[src/rtl/cfgdma_pkg.sv]
package cfgdma_pkg;
  localparam int ADDR_W     = 64;
  localparam int WORD_W     = 32;
  localparam int KEY_W      = 16;
  localparam int DESC_BYTES = 16;
  localparam int DESC_W     = DESC_BYTES * 8;
  localparam int WB_BYTES   = WORD_W / 8;

  // control word bit positions
  localparam int CTL_ERR  = 0;
  localparam int CTL_RD   = 1;
  localparam int CTL_SKIP = 2;
  localparam int CTL_SEL  = 3;
  localparam int CTL_WR   = 4;

  typedef enum logic [1:0] {SRC_DESC, SRC_DATA, SRC_WB} addr_src_e;

  typedef struct packed {
    logic      descShift;
    logic      loadSel;
    logic      offInc;
    logic      offSkip;
    logic      setErr;
    logic      clrErr;
    addr_src_e addrSrc;
  } dma_strb_t;

  function automatic logic [WORD_W-1:0] laneSwap(input logic [WORD_W-1:0] w);
    logic [WORD_W-1:0] r;
    for (int b = 0; b < WB_BYTES; b++)
      r[b*8 +: 8] = w[(WB_BYTES-1-b)*8 +: 8];
    return r;
  endfunction
endpackage

[src/rtl/cfgdma_dp.sv]
module cfgdma_dp
  import cfgdma_pkg::*;
(
  input  logic              clk,
  input  logic              rstN,
  input  logic              regWe,
  input  logic              regSelLow,
  input  logic [WORD_W-1:0] regWdata,
  input  logic              busy,
  input  dma_strb_t         strb,
  input  logic [WORD_W-1:0] cnt,
  input  logic [7:0]        memRdata,
  input  logic [7:0]        itemRdata,
  input  logic [WORD_W-1:0] itemSize,
  input  logic              itemRo,
  output logic              trig,
  output logic              opRd,
  output logic              opWr,
  output logic              opSkip,
  output logic              opSel,
  output logic [WORD_W-1:0] lenWord,
  output logic              writeBad,
  output logic [ADDR_W-1:0] memAddr,
  output logic [7:0]        memWdata,
  output logic [KEY_W-1:0]  curKey,
  output logic [WORD_W-1:0] curOffset
);
  logic [ADDR_W-1:0] addrReg;
  logic [DESC_W-1:0] desc;
  logic [WORD_W-1:0] ctlWord;
  logic [ADDR_W-1:0] dataAddr;
  logic              errFlag;
  logic [7:0]        readByte;
  logic              unusedBits;

  assign trig = regWe && regSelLow && !busy;

  always_ff @(posedge clk) begin
    if (!rstN) addrReg <= '0;
    else if (regWe && !busy) begin
      if (regSelLow) addrReg[WORD_W-1:0]      <= laneSwap(regWdata);
      else           addrReg[ADDR_W-1:WORD_W] <= laneSwap(regWdata);
    end
  end

  always_ff @(posedge clk) begin
    if (!rstN) desc <= '0;
    else if (strb.descShift) desc <= {desc[DESC_W-9:0], memRdata};
  end

  assign ctlWord  = desc[DESC_W-1 -: WORD_W];
  assign lenWord  = desc[DESC_W-WORD_W-1 -: WORD_W];
  assign dataAddr = desc[ADDR_W-1:0];
  assign opRd     = ctlWord[CTL_RD];
  assign opWr     = ctlWord[CTL_WR];
  assign opSkip   = ctlWord[CTL_SKIP];
  assign opSel    = ctlWord[CTL_SEL];
  assign unusedBits = ^{ctlWord[KEY_W-1:CTL_WR+1], ctlWord[CTL_ERR]};

  always_ff @(posedge clk) begin
    if (!rstN) begin
      curKey    <= '0;
      curOffset <= '0;
    end else if (strb.loadSel) begin
      curKey    <= ctlWord[WORD_W-1 -: KEY_W];
      curOffset <= '0;
    end else if (strb.offInc) begin
      curOffset <= curOffset + 1'b1;
    end else if (strb.offSkip) begin
      curOffset <= curOffset + lenWord;
    end
  end

  always_ff @(posedge clk) begin
    if (!rstN || strb.clrErr) errFlag <= 1'b0;
    else if (strb.setErr)     errFlag <= 1'b1;
  end

  assign writeBad = itemRo ||
                    (({1'b0, curOffset} + {1'b0, lenWord}) > {1'b0, itemSize});
  assign readByte = (curOffset < itemSize) ? itemRdata : 8'h00;

  always_comb begin
    memAddr  = addrReg + ADDR_W'(cnt);
    memWdata = 8'h00;
    unique case (strb.addrSrc)
      SRC_DATA: begin
        memAddr  = dataAddr + ADDR_W'(cnt);
        memWdata = readByte;
      end
      SRC_WB: begin
        if (errFlag && cnt == WORD_W'(WB_BYTES-1)) memWdata = 8'(1 << CTL_ERR);
      end
      default: ;
    endcase
  end


  busy_ignore_chk: assert property (@(posedge clk) disable iff (!rstN)
    (busy && regWe) |=> $stable(addrReg));


  key_hold_chk: assert property (@(posedge clk) disable iff (!rstN)
    !strb.loadSel |=> $stable(curKey));
endmodule

[src/rtl/cfgdma_ctrl.sv]
module cfgdma_ctrl
  import cfgdma_pkg::*;
(
  input  logic              clk,
  input  logic              rstN,
  input  logic              trig,
  input  logic              opRd,
  input  logic              opWr,
  input  logic              opSkip,
  input  logic              opSel,
  input  logic [WORD_W-1:0] lenWord,
  input  logic              writeBad,
  input  logic              memAck,
  output logic              busy,
  output dma_strb_t         strb,
  output logic [WORD_W-1:0] cnt,
  output logic              memReq,
  output logic              memWe,
  output logic              itemWe
);
  typedef enum logic [2:0] {
    S_IDLE, S_FETCH, S_DECODE, S_EXEC, S_XRD, S_XWR, S_WBACK
  } st_e;

  st_e               state, stateNx;
  logic [WORD_W-1:0] cntNx;

  always_ff @(posedge clk) begin
    if (!rstN) begin
      state <= S_IDLE;
      cnt   <= '0;
    end else begin
      state <= stateNx;
      cnt   <= cntNx;
    end
  end

  assign busy = (state != S_IDLE);

  always_comb begin
    stateNx      = state;
    cntNx        = cnt;
    strb         = '0;
    strb.addrSrc = SRC_DESC;
    memReq       = 1'b0;
    memWe        = 1'b0;
    itemWe       = 1'b0;
    unique case (state)
      S_IDLE: if (trig) begin
        strb.clrErr = 1'b1;
        cntNx       = '0;
        stateNx     = S_FETCH;
      end
      S_FETCH: begin
        memReq = 1'b1;
        if (memAck) begin
          strb.descShift = 1'b1;
          if (cnt == WORD_W'(DESC_BYTES-1)) begin
            cntNx   = '0;
            stateNx = S_DECODE;
          end else cntNx = cnt + 1'b1;
        end
      end
      S_DECODE: begin
        strb.loadSel = opSel;
        stateNx      = S_EXEC;
      end
      S_EXEC: begin
        if (opRd) stateNx = (lenWord == '0) ? S_WBACK : S_XRD;
        else if (opWr) begin
          if (writeBad) begin
            strb.setErr = 1'b1;
            stateNx     = S_WBACK;
          end else stateNx = (lenWord == '0) ? S_WBACK : S_XWR;
        end else begin
          strb.offSkip = opSkip;
          stateNx      = S_WBACK;
        end
      end
      S_XRD, S_XWR: begin
        memReq       = 1'b1;
        memWe        = (state == S_XRD);
        strb.addrSrc = SRC_DATA;
        if (memAck) begin
          strb.offInc = 1'b1;
          itemWe      = (state == S_XWR);
          if (cnt + 1'b1 == lenWord) begin
            cntNx   = '0;
            stateNx = S_WBACK;
          end else cntNx = cnt + 1'b1;
        end
      end
      S_WBACK: begin
        memReq       = 1'b1;
        memWe        = 1'b1;
        strb.addrSrc = SRC_WB;
        if (memAck) begin
          if (cnt == WORD_W'(WB_BYTES-1)) begin
            cntNx   = '0;
            stateNx = S_IDLE;
          end else cntNx = cnt + 1'b1;
        end
      end
      default: stateNx = S_IDLE;
    endcase
  end


  reject_chk: assert property (@(posedge clk) disable iff (!rstN)
    (state == S_EXEC && opWr && !opRd && writeBad) |=> (state == S_WBACK));


  no_early_idle_chk: assert property (@(posedge clk) disable iff (!rstN)
    (busy && !(state == S_WBACK && memAck)) |=> busy);
endmodule

[src/rtl/cfgdma_engine.sv]
module cfgdma_engine
  import cfgdma_pkg::*;
(
  input  logic        clk,
  input  logic        rstN,
  input  logic        regWe,
  input  logic        regSelLow,
  input  logic [31:0] regWdata,
  output logic        regBusy,
  output logic        memReq,
  output logic        memWe,
  output logic [63:0] memAddr,
  output logic [7:0]  memWdata,
  input  logic [7:0]  memRdata,
  input  logic        memAck,
  output logic [15:0] itemKey,
  output logic [31:0] itemOffset,
  input  logic [7:0]  itemRdata,
  input  logic [31:0] itemSize,
  input  logic        itemRo,
  output logic        itemWe,
  output logic [7:0]  itemWdata
);
  dma_strb_t         strb;
  logic [WORD_W-1:0] cnt;
  logic [WORD_W-1:0] lenWord;
  logic              trig, opRd, opWr, opSkip, opSel, writeBad;

  cfgdma_ctrl u_ctrl (
    .clk(clk), .rstN(rstN), .trig(trig),
    .opRd(opRd), .opWr(opWr), .opSkip(opSkip), .opSel(opSel),
    .lenWord(lenWord), .writeBad(writeBad), .memAck(memAck),
    .busy(regBusy), .strb(strb), .cnt(cnt),
    .memReq(memReq), .memWe(memWe), .itemWe(itemWe)
  );

  cfgdma_dp u_dp (
    .clk(clk), .rstN(rstN), .regWe(regWe), .regSelLow(regSelLow),
    .regWdata(regWdata), .busy(regBusy), .strb(strb), .cnt(cnt),
    .memRdata(memRdata), .itemRdata(itemRdata), .itemSize(itemSize),
    .itemRo(itemRo), .trig(trig), .opRd(opRd), .opWr(opWr),
    .opSkip(opSkip), .opSel(opSel), .lenWord(lenWord), .writeBad(writeBad),
    .memAddr(memAddr), .memWdata(memWdata), .curKey(itemKey),
    .curOffset(itemOffset)
  );

  assign itemWdata = memRdata;


  req_hold_chk: assert property (@(posedge clk) disable iff (!rstN)
    (memReq && !memAck) |=> (memReq && $stable(memAddr) && $stable(memWe)));


  item_write_ok_chk: assert property (@(posedge clk) disable iff (!rstN)
    itemWe |-> (!itemRo && itemOffset < itemSize));


  wb_upper_zero_chk: assert property (@(posedge clk) disable iff (!rstN)
    (memReq && strb.addrSrc == SRC_WB && cnt != WORD_W'(WB_BYTES-1)) |-> (memWdata == 8'h00));


  no_item_write_idle_chk: assert property (@(posedge clk) disable iff (!rstN)
    !regBusy |-> !itemWe && !memReq);
endmodule

[config.mk]
export PLATFORM = sky130hd
export DESIGN_NAME = cfgdma_engine
export DESIGN_NICKNAME = d
export VERILOG_FILES = /design/src/rtl/cfgdma_pkg.sv /design/src/rtl/cfgdma_dp.sv /design/src/rtl/cfgdma_ctrl.sv /design/src/rtl/cfgdma_engine.sv
export SDC_FILE = /design/constraint.sdc
export NUM_CORES = 1
export LEC_CHECK = 0
export ABC_AREA = 1
export BUFFER_PORTS_ARGS = -buffer_cell sky130_fd_sc_hd__buf_2
export CORE_MARGIN = 4
export CORE_UTILIZATION = 30
export DETAILED_ROUTE_END_ITERATION = 10
export HOLD_SLACK_MARGIN = 0.03
export REMOVE_ABC_BUFFERS = 1
export SLEW_MARGIN = 15
export SYNTH_ARGS = -nofsm -noshare
export SYNTH_HDL_FRONTEND = slang
export SYNTH_SLANG_ARGS = --single-unit
[constraint.sdc]
create_clock -name clk -period 4.5 [get_ports clk]
set_input_delay 0.225 -clock clk [delete_from_list [all_inputs] [get_ports clk]]
set_output_delay 0.225 -clock clk [all_outputs]
set_load 0.01 [all_outputs]
==> flow_metrics.tcl <==
set metrics [dict create \
    layout.cell_area.non_filler_mm2 0.0241 \
    initial_core_util_pct 30.4 \
    hold_ws_ns 0.258 \
    synthCells 3116 \
    numCtsBuffers 35 \
    clk_transition_reported_paths_ns 0.06 \
    max_freq_mhz 229 \
    worst_slew_margin_rel_pct 17.4 \
    layout_setup_ws_ns 0.137 \
    gp_congestion 0.945 \
    ys.warnings.count 0 \
    fin_worst_skew_ns 0.0176 \
    synth_edf_count 0 \
    critical_path_peak_fanout 8 \
    grt_max_degree 133 \
    hold_path_class "in2reg" \
    overflow 0 \
    drt_drc_violations_left 0 \
    global_route_wire_length_before_repair_um 110000 \
    floorplan.die.height_um 266 \
    tritoncts "yes" \
    leakage_nw 11.3 \
    drt-initial-drc-count 1647 \
    share_comb_of_total_power_pct 41.1 \
    timing.critical_path.to_type "output pin" \
    synth-seq-cells 276 \
    place_hpwl_um 57300 \
    ant_nets 0 \
    die_w_um 266 \
    outcome "finished clean" \
    p_seq_share_pct 31.6 \
    worst_voltage_drop_across_the_vdd_grid_mv 0.257 \
    timing.setup.critical_path_class "reg2out" \
    finalHoldViolations 0 \
    clock_latency_ns 0.54 \
    drt_pass1_iterations 6 \
    dominantRegCellSynth "sky130_fd_sc_hd__dfxtp_1" \
    synthToLayoutAreaGrowth_pct 20.3 \
    synth.lib_cells_used.distinct 50 \
    max-clock-path-buffers 3 \
    wl_per_cell_um 17.4 \
    post-place-ws_ns 0.241 \
    setup_viol 0 \
    cp.arrival_ns 4.14 \
    die-area_mm2 0.0708 \
    asyncSetResetFlopFracSynth_pct 0 \
    layout-drive-gt1-share_pct 12.3 \
    place_area_mm2 0.0221 \
    num-fill-cells 7235 \
    first_global_vias 19100 \
    top_level_ports 218 \
    numPlacedInstances 4130 \
    worst_ep_required_time_ns 4.28 \
    globalRouteTotalUtil_pct 19.6 \
    clockRootBuffer "sky130_fd_sc_hd__clkbuf_16" \
    synthesis.area_per_instance_um2 6.42 \
    placeableCoreArea_mm2 0.0659 \
    drv_cap 0 \
    finish.cell_count_without_fillers 4251 \
    num_vias 21100 \
    antenna_found_initial 1 \
    report.final.slew_viol_count 0 \
    clock-sinks 276 \
    start_kind "register" \
    share_of_the_yosys_chip_area_belonging_to_registers_pct 27.6 \
    drt-total-wl_um 73900 \
    antenna-diode-count 0 \
    swShare_pct 41.7 \
    internal-power_w 0.00617 \
    number_of_port_buffers 217 \
    total_switching_power_w 0.00441 \
    htree_num_levels 2 \
    routed_via_density 4.96 \
    nets 3614 \
    period_share_pct 97.0 \
    syn_area_mm2 0.0200 \
    rows 94 \
    period_needed_ns 4.36 \
    clock_network_power_share_pct 27.3 \
    power.density_cell_area_mw_per_mm2 440 \
    worst_slew_pin_slew_ns 1.23 \
]
-- timing repair --
item | CTS | global route
gates resized for setup | 15 | 75
setup buffers | 1 | 19
setup endpoints to repair | 37 | 48
hold buffers | 40 | 0
pin swaps | 1 | 22
endpoints found under the hold margin | 71 | 0
-- layout by cell type, fill, tap and decap left out, types with 20 or more instances in the layout --
master and instances:
sky130_fd_sc_hd__nand2_1 553, sky130_fd_sc_hd__nor2_1 471, sky130_fd_sc_hd__inv_1 384, sky130_fd_sc_hd__o21ai_0 344, sky130_fd_sc_hd__a21oi_1 289, sky130_fd_sc_hd__dfxtp_1 275
sky130_fd_sc_hd__buf_2 216, sky130_fd_sc_hd__ha_1 158, sky130_fd_sc_hd__nand3_1 110, sky130_fd_sc_hd__xor2_1 88, sky130_fd_sc_hd__buf_4 62, sky130_fd_sc_hd__dlygate4sd3_1 40
sky130_fd_sc_hd__clkbuf_16 35, sky130_fd_sc_hd__xnor2_1 34, sky130_fd_sc_hd__nor3_1 31, sky130_fd_sc_hd__nand4_1 30, sky130_fd_sc_hd__o21bai_1 26, sky130_fd_sc_hd__o21ai_1 20
sky130_fd_sc_hd__a31oi_1 20
-- registers in the layout, summed over array words and instances (netlist names) --
name            cells
u_ctrl.cnt         32
u_ctrl.state        3
u_dp.addrReg       64
u_dp.curKey        16
u_dp.curOffset     32
u_dp.desc         128
u_dp.errFlag        1
-- cell families (layout without fill, tap and decap cells) --
family / Yosys count / in the layout / synth area share, %
flip-flops: 276 / 276 / 27.6
AND/OR/NAND/NOR: 1267 / 1267 / 25.8
buffers and inverters: 509 / 780 / 9.90
AO/OA/AOI/OAI: 775 / 775 / 20.7
XOR/XNOR: 124 / 124 / 5.50
adder cells (fa/ha/maj): 165 / 165 / 10.4
-- worst max-delay path: stages (launching register included) --
cell and delay (ns):
sky130_fd_sc_hd__dfxtp_4 0.36, sky130_fd_sc_hd__buf_4 0.11, sky130_fd_sc_hd__nand2_1 0.12, sky130_fd_sc_hd__inv_2 0.13, sky130_fd_sc_hd__ha_4 0.31, sky130_fd_sc_hd__buf_12 0.19
sky130_fd_sc_hd__buf_4 0.16, sky130_fd_sc_hd__o21ai_1 0.12, sky130_fd_sc_hd__ha_1 0.39, sky130_fd_sc_hd__nand2_1 0.13, sky130_fd_sc_hd__nor2_1 0.11, sky130_fd_sc_hd__inv_1 0.05
sky130_fd_sc_hd__nor2_1 0.13, sky130_fd_sc_hd__o21ai_0 0.11, sky130_fd_sc_hd__and2_0 0.17, sky130_fd_sc_hd__nand2_2 0.09, sky130_fd_sc_hd__a21o_1 0.21, sky130_fd_sc_hd__nand2_1 0.13
sky130_fd_sc_hd__nor2_2 0.15, sky130_fd_sc_hd__nand2_1 0.08, sky130_fd_sc_hd__xor2_1 0.15, sky130_fd_sc_hd__buf_2 0.16
-- metrics by stage --
stage          total power [W]  setup TNS (ns)  util, %
6_report                0.0106               0     36.5
5_1_grt                 0.0113          -0.211     36.5
4_1_cts                 0.0106         -0.0162     36.0
3_5_place_dp           0.00757               0     33.5
3_3_place_gp           0.00757               0     33.5
2_1_floorplan          0.00587         -281.40        -
-- power groups by stage --
stage | logic (W) | clock network, W | registers (W)
after floorplan | 0.00262 | 0 | 0.00325
after global placement | 0.00417 | 0 | 0.00340
after detailed placement | 0.00417 | 0 | 0.00339
after CTS | 0.00425 | 0.00297 | 0.00335
after global routing | 0.00483 | 0.00306 | 0.00339
final | 0.00434 | 0.00289 | 0.00334
-- path summary, 6_finish.rpt --
check	start	to	slack (ns)	cells past startpoint
setup / recovery	u_ctrl.state[2]	memAddr[60]	0.14	21
setup reg to reg	u_dp.curOffset[3]	u_ctrl.state[0]	0.44	24
hold / removal	regSelLow	u_dp.addrReg[63]	0.26	5
hold reg to reg	u_dp.addrReg[52]	u_dp.addrReg[52]	0.45	2
-- Yosys cell counts, types with 12 or more instances --
master / number / area (µm²)
sky130_fd_sc_hd__nand2_1: 562 / 2110
sky130_fd_sc_hd__dfxtp_1: 276 / 5530
sky130_fd_sc_hd__xnor2_1: 34 / 298
sky130_fd_sc_hd__nor4_1: 19 / 119
sky130_fd_sc_hd__inv_1: 389 / 1460
sky130_fd_sc_hd__nand4_1: 30 / 188
sky130_fd_sc_hd__clkbuf_1: 93 / 349
sky130_fd_sc_hd__nor3_1: 34 / 170
sky130_fd_sc_hd__o21ai_0: 364 / 1820
sky130_fd_sc_hd__a21oi_1: 298 / 1490
sky130_fd_sc_hd__nand3_1: 114 / 571
sky130_fd_sc_hd__o21bai_1: 28 / 210
sky130_fd_sc_hd__nor2_1: 481 / 1810
sky130_fd_sc_hd__ha_1: 162 / 2030
sky130_fd_sc_hd__o211ai_1: 12 / 90.1
sky130_fd_sc_hd__xor2_1: 89 / 780
sky130_fd_sc_hd__a31oi_1: 21 / 131
-- area by class of cell --
class	count	area [µm²]	share of cell area, %
Clock buffer	50	992	4.13
Clock inverter	11	169	0.702
Inverter	394	1480	6.15
Multi-Input combinational cell	2331	12700	52.9
Sequential cell	276	5530	23.0
Tap cell	864	1080	4.49
Timing Repair Buffer	325	2070	8.60
-- routing by layer --
metal / wire (µm) / share of wire (%) / GRT usage [%] / up-vias
met5: 11 / 0.015 / 0 / -
met4: 2290 / 3.1 / 5.81 / 2
met3: 4670 / 6.3 / 3.04 / 118
met2: 33300 / 45 / 31.9 / 553
met1: 33600 / 45 / 27.0 / 9663
li1: - / - / - / 10700
No activity file was read; power rests on OpenSTA's default activity.
